$ cat config.mk
export PLATFORM = sky130hd
export DESIGN_NAME = gate_handoff_seq
export DESIGN_NICKNAME = d
export VERILOG_FILES = /design/src/rtl/ghs_pkg.sv /design/src/rtl/ghs_sync_bank.sv /design/src/rtl/ghs_dt_timer.sv /design/src/rtl/ghs_fsm.sv /design/src/rtl/gate_handoff_seq.sv
export SDC_FILE = /design/constraint.sdc
export NUM_CORES = 1
export LEC_CHECK = 0
export BUFFER_PORTS_ARGS = -buffer_cell sky130_fd_sc_hd__buf_2
export CAP_MARGIN = 10
export CORE_MARGIN = 10
export CORE_UTILIZATION = 43
export DETAILED_ROUTE_END_ITERATION = 10
export PLACE_DENSITY = 0.6
export SYNTH_ARGS = -nofsm -noshare
export SYNTH_HDL_FRONTEND = slang
export SYNTH_SLANG_ARGS = --single-unit
$ cat constraint.sdc
create_clock -name clk -period 0.9 [get_ports clk]
set_input_delay 0 -clock clk [delete_from_list [all_inputs] [get_ports clk]]
set_output_delay 0 -clock clk [all_outputs]
set_load 0.05 [all_outputs]
$ cat src/rtl/ghs_pkg.sv
package ghs_pkg;
  typedef enum logic [2:0] {
    ST_BOTH_OFF      = 3'd0,
    ST_WAIT_LOW_OFF  = 3'd1,
    ST_DELAY_HIGH    = 3'd2,
    ST_HIGH_ON       = 3'd3,
    ST_WAIT_HIGH_OFF = 3'd4,
    ST_DELAY_LOW     = 3'd5,
    ST_LOW_ON        = 3'd6
  } ghs_state_e;
endpackage

$ cat src/rtl/ghs_sync_bank.sv
module ghs_sync_bank #(
  parameter int WIDTH  = 3,
  parameter int STAGES = 2
) (
  input  logic             clk,
  input  logic             rst_n,
  input  logic [WIDTH-1:0] d_async,
  output logic [WIDTH-1:0] q_sync
);
  for (genvar b = 0; b < WIDTH; b++) begin : g_bit
    logic [STAGES-1:0] chain_q;
    always_ff @(posedge clk or negedge rst_n) begin
      if (!rst_n) chain_q <= '0;
      else        chain_q <= {chain_q[STAGES-2:0], d_async[b]};
    end
    assign q_sync[b] = chain_q[STAGES-1];
  end
endmodule

$ cat src/rtl/ghs_dt_timer.sv
module ghs_dt_timer #(
  parameter int DT_CYCLES = 5
) (
  input  logic clk,
  input  logic rst_n,
  input  logic run,
  output logic done
);
  localparam int CNT_W = (DT_CYCLES > 1) ? $clog2(DT_CYCLES) : 1;
  localparam logic [CNT_W-1:0] LAST = CNT_W'(DT_CYCLES - 1);

  logic [CNT_W-1:0] cnt_q, cnt_d;
  logic             cnt_en;

  assign done   = run && (cnt_q == LAST);
  assign cnt_en = !run || !done;

  always_comb begin
    cnt_d = cnt_q;
    if (!run)        cnt_d = '0;
    else if (!done)  cnt_d = cnt_q + 1'b1;
  end

  always_ff @(posedge clk or negedge rst_n) begin
    if (!rst_n)      cnt_q <= '0;
    else if (cnt_en) cnt_q <= cnt_d;
  end

  assert_cnt_range_R3: assert property (@(posedge clk) disable iff (!rst_n)
    run && !done |=> cnt_q != '0);
endmodule

$ cat src/rtl/ghs_fsm.sv
module ghs_fsm
  import ghs_pkg::*;
(
  input  logic clk,
  input  logic rst_n,
  input  logic want_hi,
  input  logic force_off,
  input  logic lo_off_s,
  input  logic hi_off_s,
  input  logic tmr_done,
  output logic tmr_run,
  output logic hi_en,
  output logic lo_en
);
  ghs_state_e state_q, state_d;

  always_comb begin
    state_d = state_q;
    if (force_off) begin
      state_d = ST_BOTH_OFF;
    end else begin
      unique case (state_q)
        ST_BOTH_OFF:      state_d = want_hi ? ST_WAIT_LOW_OFF : ST_WAIT_HIGH_OFF;
        ST_WAIT_LOW_OFF:  if (!want_hi)      state_d = ST_WAIT_HIGH_OFF;
                          else if (lo_off_s) state_d = ST_DELAY_HIGH;
        ST_DELAY_HIGH:    if (!want_hi)       state_d = ST_WAIT_HIGH_OFF;
                          else if (!lo_off_s) state_d = ST_WAIT_LOW_OFF;
                          else if (tmr_done)  state_d = ST_HIGH_ON;
        ST_HIGH_ON:       if (!want_hi) state_d = ST_WAIT_HIGH_OFF;
        ST_WAIT_HIGH_OFF: if (want_hi)       state_d = ST_WAIT_LOW_OFF;
                          else if (hi_off_s) state_d = ST_DELAY_LOW;
        ST_DELAY_LOW:     if (want_hi)        state_d = ST_WAIT_LOW_OFF;
                          else if (!hi_off_s) state_d = ST_WAIT_HIGH_OFF;
                          else if (tmr_done)  state_d = ST_LOW_ON;
        ST_LOW_ON:        if (want_hi) state_d = ST_WAIT_LOW_OFF;
        default:          state_d = ST_BOTH_OFF;
      endcase
    end
  end

  always_ff @(posedge clk or negedge rst_n) begin
    if (!rst_n) state_q <= ST_BOTH_OFF;
    else        state_q <= state_d;
  end

  assign tmr_run = (state_q == ST_DELAY_HIGH) || (state_q == ST_DELAY_LOW);
  assign hi_en   = (state_q == ST_HIGH_ON);
  assign lo_en   = (state_q == ST_LOW_ON);

  assert_no_overlap_R7: assert property (@(posedge clk) disable iff (!rst_n)
    !(hi_en && lo_en));
  assert_hi_after_lo_off_R1: assert property (@(posedge clk) disable iff (!rst_n)
    $rose(hi_en) |-> $past(lo_off_s) && $past(tmr_done));
  assert_lo_after_hi_off_R2: assert property (@(posedge clk) disable iff (!rst_n)
    $rose(lo_en) |-> $past(hi_off_s) && $past(tmr_done));
  assert_force_off_R5: assert property (@(posedge clk) disable iff (!rst_n)
    force_off |=> !hi_en && !lo_en);
endmodule

$ cat src/rtl/gate_handoff_seq.sv
module gate_handoff_seq #(
  parameter int SYNC_STAGES = 2,
  parameter int DT_CYCLES   = 5
) (
  input  logic clk,
  input  logic rst_n,
  input  logic pwm_req,
  input  logic lo_gate_off,
  input  logic hi_gate_off,
  input  logic shutdown_req,
  input  logic float_req,
  input  logic ov_clamp,
  output logic hi_gate_en,
  output logic lo_gate_en
);
  localparam int N_ASYNC = 3;

  logic [1:0]         rst_pipe_q;
  logic               rst_sn;
  logic [N_ASYNC-1:0] raw_in, syn_in;
  logic               want_hi, force_off, tmr_run, tmr_done;

  always_ff @(posedge clk or negedge rst_n) begin
    if (!rst_n) rst_pipe_q <= 2'b00;
    else        rst_pipe_q <= {rst_pipe_q[0], 1'b1};
  end
  assign rst_sn = rst_pipe_q[1];

  assign raw_in = {pwm_req, hi_gate_off, lo_gate_off};

  ghs_sync_bank #(.WIDTH(N_ASYNC), .STAGES(SYNC_STAGES)) u_sync (
    .clk(clk), .rst_n(rst_sn), .d_async(raw_in), .q_sync(syn_in)
  );

  assign want_hi   = syn_in[2] && !ov_clamp;
  assign force_off = shutdown_req || float_req;

  ghs_dt_timer #(.DT_CYCLES(DT_CYCLES)) u_timer (
    .clk(clk), .rst_n(rst_sn), .run(tmr_run), .done(tmr_done)
  );

  ghs_fsm u_fsm (
    .clk(clk), .rst_n(rst_sn), .want_hi(want_hi), .force_off(force_off),
    .lo_off_s(syn_in[0]), .hi_off_s(syn_in[1]), .tmr_done(tmr_done),
    .tmr_run(tmr_run), .hi_en(hi_gate_en), .lo_en(lo_gate_en)
  );

  assert_ov_hi_off_R6: assert property (@(posedge clk) disable iff (!rst_sn)
    ov_clamp && !force_off |=> !hi_gate_en);
  assert_ov_keeps_low_R6: assert property (@(posedge clk) disable iff (!rst_sn)
    ov_clamp && !force_off && lo_gate_en |=> lo_gate_en);
endmodule

==> impl_metrics.ini, run 1 <==
[run_status]
status = finished, violations left
violations = negative setup slack

[finish]
drive_above_1_share_pct = 48.9
antenna_cells = 0
nets = 102
area_growth_pct = 48.5
fillers = 107
postLayoutCoreUtil_pct = 67.4

[timing]
clock_skew_ns = 0.00308
slew_viol_final = 0
fin_tns_setup_ns = -3.16
finalSetupViolCount = 8
rsz0062_at_grt = true
fmax_mhz = 628
finalCriticalPeriod_ns = 1.59
finalHoldViolations = 0
worst_slack_ns = -0.691
finalCritPeriodShare_pct = 177

[min_path]
hold_class = in2async

[worst_setup_path]
start_kind = register
cp.required_ns = 1.06
arrival_ns = 1.75
critPathKind = reg2reg
regToRegSetupSlack_ns = -0.69
cp_max_fo = 3
endpoint_kind = register

[floorplanning]
coreArea_mm2 = 0.00149
rows = 14
die_w_um = 59.6
die_area_mm2 = 0.00356
ios = 10
initial_core_util_pct = 45.4
die_h_um = 59.6

[synth]
synth-main-ff-cell = dfrtp_1
synth_cell_types = 29
yosys.cell_count.top_type = dfrtp_1
synth_top_area_share_pct = 51.9
ys_ff_latch = 14
ys_top_cells_by_area = dfrtp_1, a21oi_1, ha_1
ys_top_cells_by_count = dfrtp_1, nor2_1, a21oi_1
seq_area_frac_synth_pct = 51.9
synth.avg_cell_area_um2 = 10.7
syn_inst = 63
syn_area_um2 = 676
synthArstFlopShare_pct = 100
synth_edf_count = 0
yosys.area.top_type = dfrtp_1
syn-num-nets = 73
yosys_warnings = 0

[power_and_ir_drop]
p_int_uw = 890
p_switching_uw = 266
powerDensity_mw_per_mm2 = 1150
ir_drop_uv = 871
p_total_uw = 1160
clkPwrFrac_pct = 28.7
p_seq_share_pct = 58.2
power.leakage_uw = 0.000433
switching_share_pct = 23.0
p_comb_share_pct = 13.1

[run]
cap_violations = 0

[routing]
drt-wirelength-per-cell_um = 13.1
dr.first_iter.drc_count = 5
drc_errors = 0
routed_wl_um = 1380
ant_nets = 0
via_count = 557
drt-vias-per-instance = 5.25
drtPass1Iterations = 4

[global_route]
grt_max_degree = 13
grt_usage_pct = 8.77
grt_overflow_total = 0
grt_pass1_wl_um = 2450
first_global_vias = 607
antenna_found_initial = 0

[clock_tree]
clk_path_buf_depth = 2
clk_latency_ns = 0.27
clkTransAtPathRegs_ns = 0.08
cts_buffers = 3
cts_sinks = 14
cts_tree = built
htreeDepth = 1
root_buffer = clkbuf_4

[placement]
hpwl_um = 958
io_buffers = 9
gp_congestion = 0.840
-- registers in the layout (all words and copies together), names as in the netlist --
name,cells
rst_pipe_q,2
u_timer.cnt_q,3
u_sync.g_bit.chain_q,6
u_fsm.state_q,3
-- what timing repair did --
item,in CTS,in global routing
setup endpoints to repair,8,8
hold buffers,6,0
setup buffers,1,0
pin swaps,3,2
endpoints found under the hold margin,7,0
resized for setup,22,4
-- power by group through the flow --
stage	logic (µW)	registers (µW)	clock network [µW]
CTS	147	674	346
global route	166	677	375
finish	151	672	332
floorplan	72.1	681	0
global placement	109	685	0
detailed placement	109	685	0
-- worst max-delay path: stages, from the launching register on --
cell and delay (ns):
dfrtp_1 0.34, inv_1 0.05, ha_2 0.18, nand2_2 0.06
or4b_4 0.47, o211ai_4 0.10, mux2i_1 0.23, nor3_2 0.05
-- routing by layer --
layer	global-route usage, %	up-vias	routed length [µm]
met3	3.22	2	57
met4	4.17	0	13
met1	9.68	277	626
met2	14.4	7	686
met5	0	-	0
li1	-	271	-
-- layout make-up --
| cell class | instances | area, µm² | area share, % |
|---|---|---|---|
| clock buffer | 3 | 22.5 | 2.24 |
| inverter | 3 | 13.8 | 1.37 |
| multi-input combinational | 43 | 367 | 36.5 |
| sequential | 14 | 350 | 34.9 |
| tap | 16 | 20.0 | 2.00 |
| timing repair buffer | 27 | 230 | 22.9 |
-- cells in the final DEF, fill, tap and decap left out, types with 2 or more instances in the layout --
cell type      Yosys  layout
nand2b_4           0       2
nand2_1            4       3
buf_6              2       4
nor3_2             1       2
mux2i_1            2       2
ha_2               0       2
inv_1              3       2
nor2_1             6       4
dfrtp_1           14      14
a22oi_1            2       2
and2b_2            2       2
clkbuf_4           0       3
a21oi_1            5       3
dlygate4sd3_1      0       6
buf_8              0       2
buf_4              0       8
buf_2              0       7
-- cells by family after synthesis --
kind of cell    Yosys count  share of synthesized area, %
compound gates           12                          12.2
xor+xnor                  1                          1.30
fa+ha+maj                 2                          3.70
buf+inv                   6                          5.55
flops                    14                          51.9
mux                       2                          2.96
other cells               1                         0.555
simple gates             25                          21.9
-- stage by stage --
step / instances / hold slack [ns] / setup slack, ns / cell area (µm²)
floorplan: 63 / -0.296 / -0.735 / 686
global placement: 96 / -0.214 / -0.665 / 807
detailed placement: 96 / -0.214 / -0.689 / 807
CTS: 106 / 0.0235 / -0.700 / 990
global route: 106 / 0.0428 / -0.765 / 1000
finish: 106 / 0.0412 / -0.691 / 1000
-- worst paths after layout --
path,start,to,depth (start not counted)
setup / recovery,u_timer.cnt_q[1],u_fsm.state_q[1],7
hold / removal,rst_n,rst_pipe_q[0],2
setup reg to reg,u_timer.cnt_q[1],u_fsm.state_q[1],7
hold reg to reg,rst_pipe_q[1],u_fsm.state_q[1],0
max in group asynchronous,rst_pipe_q[1],u_sync.g_bit[2].chain_q[0],0
min in group clk,u_sync.g_bit[2].chain_q[0],u_sync.g_bit[2].chain_q[1],0
(Power assumes the default switching activity.)
==> inputs of run 2 (changes only) <==
--- a/config.mk
+++ b/config.mk
@@ -5,7 +5,7 @@
 export SDC_FILE = /design/constraint.sdc
 export NUM_CORES = 1
 export LEC_CHECK = 0
-export BUFFER_PORTS_ARGS = -buffer_cell sky130_fd_sc_hd__buf_2
+export BUFFER_PORTS_ARGS = -buffer_cell sky130_fd_sc_hd__buf_4
 export CAP_MARGIN = 10
 export CORE_MARGIN = 10
 export CORE_UTILIZATION = 43
==> impl_metrics.ini, run 2 (same netlist as run 1, synthesis figures left out) <==
[timing]
clock_skew_ns = 0.00325
finalSetupViolCount = 8
finalCritPeriodShare_pct = 181
finalCriticalPeriod_ns = 1.63
fmax_mhz = 612
worst_slack_ns = -0.733
rsz0062_at_grt = true
hold_ws_ns = 0.0332
finalHoldViolations = 0
slew_viol_final = 0

[finish]
nets = 104
mostFrequentLayoutCell = buf_4
top_register = u_sync.g_bit.chain_q
reg_top3 = u_sync.g_bit.chain_q (6), u_fsm.state_q (3), u_timer.cnt_q (3)
postLayoutCoreUtil_pct = 71.8
layout_common_cells = buf_4, dfrtp_1, dlygate4sd3_1
largest_reg_flops = 6
area_growth_pct = 58.1
drive_above_1_share_pct = 53.8
antenna_cells = 0

[floorplanning]
die_w_um = 59.6
coreArea_mm2 = 0.00149
die_h_um = 59.6
initial_core_util_pct = 45.4
rows = 14
die_area_mm2 = 0.00356
ios = 10

[routing]
routed_wl_um = 1500
ant_nets = 0
drt-wirelength-per-cell_um = 13.8
via_count = 574
drtPass1Iterations = 4
drt-vias-per-instance = 5.27
drc_errors = 0
dr.first_iter.drc_count = 14

[placement]
io_buffers = 9
hpwl_um = 1050
gp_congestion = 0.802
dp_slack_ns = -0.712

[min_path]
hold_class = in2async

[power_and_ir_drop]
ir_drop_uv = 1080
power.leakage_uw = 0.000459
powerDensity_mw_per_mm2 = 1210

[run]
cap_violations = 0

[worst_setup_path]
cpPeakStageDelay_ns = 0.55
cp_cell_sequence = nand2b_4 > or4b_4 > o211ai_4 > mux2i_2 > nor3_2
cp.required_ns = 1.07
cp_max_fo = 3
cp_slowest_cell = or4b_4
arrival_ns = 1.80
critPathKind = reg2reg
endpoint_kind = register
start_kind = register

[clock_tree]
clk_latency_ns = 0.27
cts_tree = built
htreeDepth = 1
clk_path_buf_depth = 2
root_buffer = clkbuf_4
cts_buffers = 3
clkTransAtPathRegs_ns = 0.08
cts_sinks = 14

[global_route]
grt_max_degree = 13
grt_overflow_total = 0
antenna_found_initial = 0
first_global_vias = 541
grt_pass1_wl_um = 2440
grt_usage_pct = 8.94

[run_status]
violations = negative setup slack
status = finished, violations left
-- run 2: cell count changes in the layout (fill, tap and decap cells not counted), sizes merged --
cell / before / now
buf: 21 / 23
clkbuf: 3 / 4
-- run 2: cell type report --
cell class	count	area (µm²)
clock buffers	4	36.3
fillers	102	420
inverters	3	13.8
multi-input cells	43	382
flip-flops and latches	14	350
well taps	16	20.0
repair buffers	29	267
-- run 2: critical path, delay by kind of cell, from the launching register on --
| family | cells | cell delay, ns |
|---|---|---|
| flip-flops | 1 | 0.40 |
| AO/OA/AOI/OAI | 1 | 0.12 |
| multiplexers | 1 | 0.25 |
| AND/OR/NAND/NOR | 3 | 0.76 |
-- run 2: through the flow --
step | TNS [ns] | std cells | total power (µW) | cell area (µm²)
6_report | -3.74 | 109 | 1290 | 1070
5_1_grt | -4.15 | 109 | 1360 | 1070
4_1_cts | -3.78 | 108 | 1300 | 1010
3_5_place_dp | -3.41 | 97 | 809 | 837
3_3_place_gp | -3.22 | 97 | 806 | 837
2_1_floorplan | -2.91 | 63 | 753 | 686
-- run 2: power breakdown --
group | total (µW) | switching (µW) | leakage, µW | internal [µW]
Clock | 442 | 196 | 0.0000210 | 246
Sequential | 674 | 21.6 | 0.000176 | 652
Combinational | 175 | 74.7 | 0.000262 | 101
Total | 1290 | 292 | 0.000459 | 999
-- run 2: routing by layer --
layer  GRT usage, %  share of wire [%]  up-vias
met5              0                  0        -
met4           4.81               0.73        0
met3           3.22                4.0        2
met2           13.5                 50        7
met1           10.7                 45      290
li1               -                  -      275
-- run 2: final timing paths --
check                                            from                    endpoint  slack (ns)  cells past startpoint
setup reg to reg                     u_fsm.state_q[2]            u_fsm.state_q[1]       -0.73                      5
min in group clk           u_sync.g_bit[2].chain_q[0]  u_sync.g_bit[2].chain_q[1]        0.35                      0
hold / removal                                  rst_n               rst_pipe_q[0]        0.03                      2
setup / recovery                     u_fsm.state_q[2]            u_fsm.state_q[1]       -0.73                      5
hold reg to reg                         rst_pipe_q[1]  u_sync.g_bit[2].chain_q[1]        0.20                      0
max in group asynchronous               rst_pipe_q[1]            u_timer.cnt_q[2]        0.38                      0
-- run 2: repair_timing --
| item | in CTS | in global routing |
|---|---|---|
| hold buffers | 6 | 0 |
| endpoints found under the hold margin | 8 | 0 |
| buffers inserted | 1 | 3 |
| pin swaps | 2 | 4 |
| endpoints found under the setup margin | 8 | 8 |
| resized for setup | 19 | 12 |
==> inputs of run 3 (changes only) <==
--- a/config.mk
+++ b/config.mk
@@ -13,4 +13,5 @@
 export PLACE_DENSITY = 0.6
 export SYNTH_ARGS = -nofsm -noshare
 export SYNTH_HDL_FRONTEND = slang
+export SYNTH_HIERARCHICAL = 1
 export SYNTH_SLANG_ARGS = --single-unit
==> impl_metrics.ini, run 3 <==
[run_status]
status = finished, violations left
violations = negative setup slack

[power_and_ir_drop]
power.leakage_uw = 0.000534
powerDensity_mw_per_mm2 = 1200
ir_drop_uv = 1120
p_total_uw = 1300

[routing]
drt-wirelength-per-cell_um = 13.3
routed_wl_um = 1600
via_count = 596
drt-vias-per-instance = 4.97
drtPass1Iterations = 4
ant_nets = 0
drc_errors = 0
dr.first_iter.drc_count = 5

[finish]
multiInputGateArea_um2 = 347
design_area_mm2 = 0.00108
largest_reg_flops = 6
reg_top3 = u_sync/g_bit.chain_q (6), u_fsm/state_q (3), u_timer/cnt_q (3)
fillers = 127
seqCellArea_um2 = 350
nets = 115
area_growth_pct = 52.0
top_register = u_sync/g_bit.chain_q
layout.cells.non_filler = 120
antenna_cells = 0
layout_common_cells = buf_4, dfrtp_1, inv_1
mostFrequentLayoutCell = buf_4
drive_above_1_share_pct = 49.0

[synth]
ys_top_cells_by_count = dfrtp_1, inv_1, buf_4, nand2_1, o21ai_0
synth.avg_cell_area_um2 = 10.1
synth-main-ff-cell = dfrtp_1
yosys.area.top_type = dfrtp_1
syn_area_um2 = 709
yosys_warnings = 6
synthMuxAreaShare_pct = 1.41
seq_area_frac_synth_pct = 49.4
synth_cell_types = 30
ys_top_cells_by_area = dfrtp_1, buf_4, ha_1
synthAdderAreaFrac_pct = 3.53
yosys.cell_count.top_type = dfrtp_1
synth_edf_count = 0
synth-simple-area-share_pct = 19.8
synth_top_area_share_pct = 49.4
synth_top_family_by_area = simple AND/OR/NAND/NOR gates
synth_xor_area_share_pct = 0
synthArstFlopShare_pct = 100
ys_ff_latch = 14
syn_inst = 70
synth-compound-area-share_pct = 16.4
syn-num-nets = 80

[global_route]
grt_overflow_total = 0
grt_max_degree = 9
antenna_found_initial = 0
first_global_vias = 611
grt_pass1_wl_um = 2670
grt_usage_pct = 9.45

[worst_setup_path]
critPathKind = reg2reg
endpoint_kind = register
cp_max_fo = 4
reg2reg_depth = 7
r2r_start = u_fsm/state_q[0]
critPathLaunch = u_fsm/state_q[0]
start_kind = register
regToRegSetupSlack_ns = -0.83
cp.required_ns = 1.05
arrival_ns = 1.88
r2r-end = u_fsm/state_q[1]

[clock_tree]
cts_sinks = 14
htreeDepth = 1
clkTransAtPathRegs_ns = 0.08
clk_latency_ns = 0.27
clk_path_buf_depth = 2
cts_tree = built
root_buffer = clkbuf_4
cts_buffers = 3

[min_path]
hold_class = in2async

[timing]
finalCriticalPeriod_ns = 1.73
hold_ws_ns = 0.0374
finalCritPeriodShare_pct = 192
fmax_mhz = 578
worst_slack_ns = -0.830
finalHoldViolations = 0
slew_viol_final = 0
rsz0062_at_grt = true
clock_skew_ns = 0.00165
finalSetupViolCount = 8

[floorplanning]
initial_core_util_pct = 46.0
ios = 10
coreArea_mm2 = 0.00154
die_area_mm2 = 0.00367
die_w_um = 60.6
rows = 14
die_h_um = 60.6

[placement]
io_buffers = 9
gp_congestion = 0.869
hpwl_um = 1250
place_area_um2 = 927
place_inst = 109

[run]
cap_violations = 0
## run 3: cell types whose count changed in the layout (fill, tap and decap cells not counted), sizes merged, moves of 3 or more
cell / before / now
nand3b: 0 / 3
nor2: 6 / 3
o21ai: 1 / 5
buf: 23 / 31
inv: 3 / 7
## run 3: layer usage
layer / track usage, % / share of wire [%]
met5: 0 / 0
met4: 4.39 / 0.75
met3: 3.55 / 3.8
met2: 14.3 / 51
met1: 11.6 / 45
## run 3: area by class of cell
class | count | share of cell area (%)
timing repair buffer | 35 | 27.7
inverter | 7 | 2.44
clock buffer | 4 | 3.36
tap | 16 | 1.86
multi-input combinational | 44 | 32.1
sequential | 14 | 32.5
## run 3: worst max-delay path by stage
stage | to | slack [ns]
2_1_floorplan | u_fsm/state_q[1] | -0.82
3_3_place_gp | u_fsm/state_q[2] | -0.75
3_5_place_dp | u_fsm/state_q[2] | -0.82
4_1_cts | u_fsm/state_q[1] | -0.80
5_1_grt | u_fsm/state_q[0] | -0.88
6_report | u_fsm/state_q[1] | -0.83
## run 3: logic make-up after synthesis
kind of cell               Yosys count
and+or+nand+nor                     23
AOI/OAI and AO/OA                   17
DFF                                 14
buffers and inverters               12
adders and majority gates            2
muxes                                1
other                                1
## run 3: timing repair
item | in CTS | in global routing
hold buffers | 4 | 0
buffers inserted | 1 | 3
cloned | 0 | 0
endpoints found under the hold margin | 5 | 0
endpoints found under the setup margin | 8 | 8
resized for setup | 9 | 6
pin swaps | 5 | 2
## run 3: stage by stage
| step | utilization [%] | worst slack (ns) | TNS [ns] |
|---|---|---|---|
| 4_1_cts | 67.5 | -0.802 | -3.97 |
| 3_5_place_dp | 60.1 | -0.821 | -3.24 |
| 6_report | 70.0 | -0.830 | -4.05 |
| 5_1_grt | 70.0 | -0.875 | -4.59 |
| 2_1_floorplan | - | -0.824 | -3.35 |
| 3_3_place_gp | 60.1 | -0.754 | -2.95 |
## run 3: critical path: stages (launching register included)
cell and delay, ns:
dfrtp_1 0.44, nand3b_1 0.15, o21ai_2 0.08, and3_4 0.15, or4_4 0.43, o211a_4 0.18, a21oi_2 0.15, a311oi_2 0.04
## run 3: power by group
group	switching [µW]	internal (µW)	total [µW]	leakage, µW
Clock	195	246	441	0.0000210
Combinational	79.2	105	184	0.000338
Sequential	19.9	654	674	0.000176
Total	294	1000	1300	0.000534
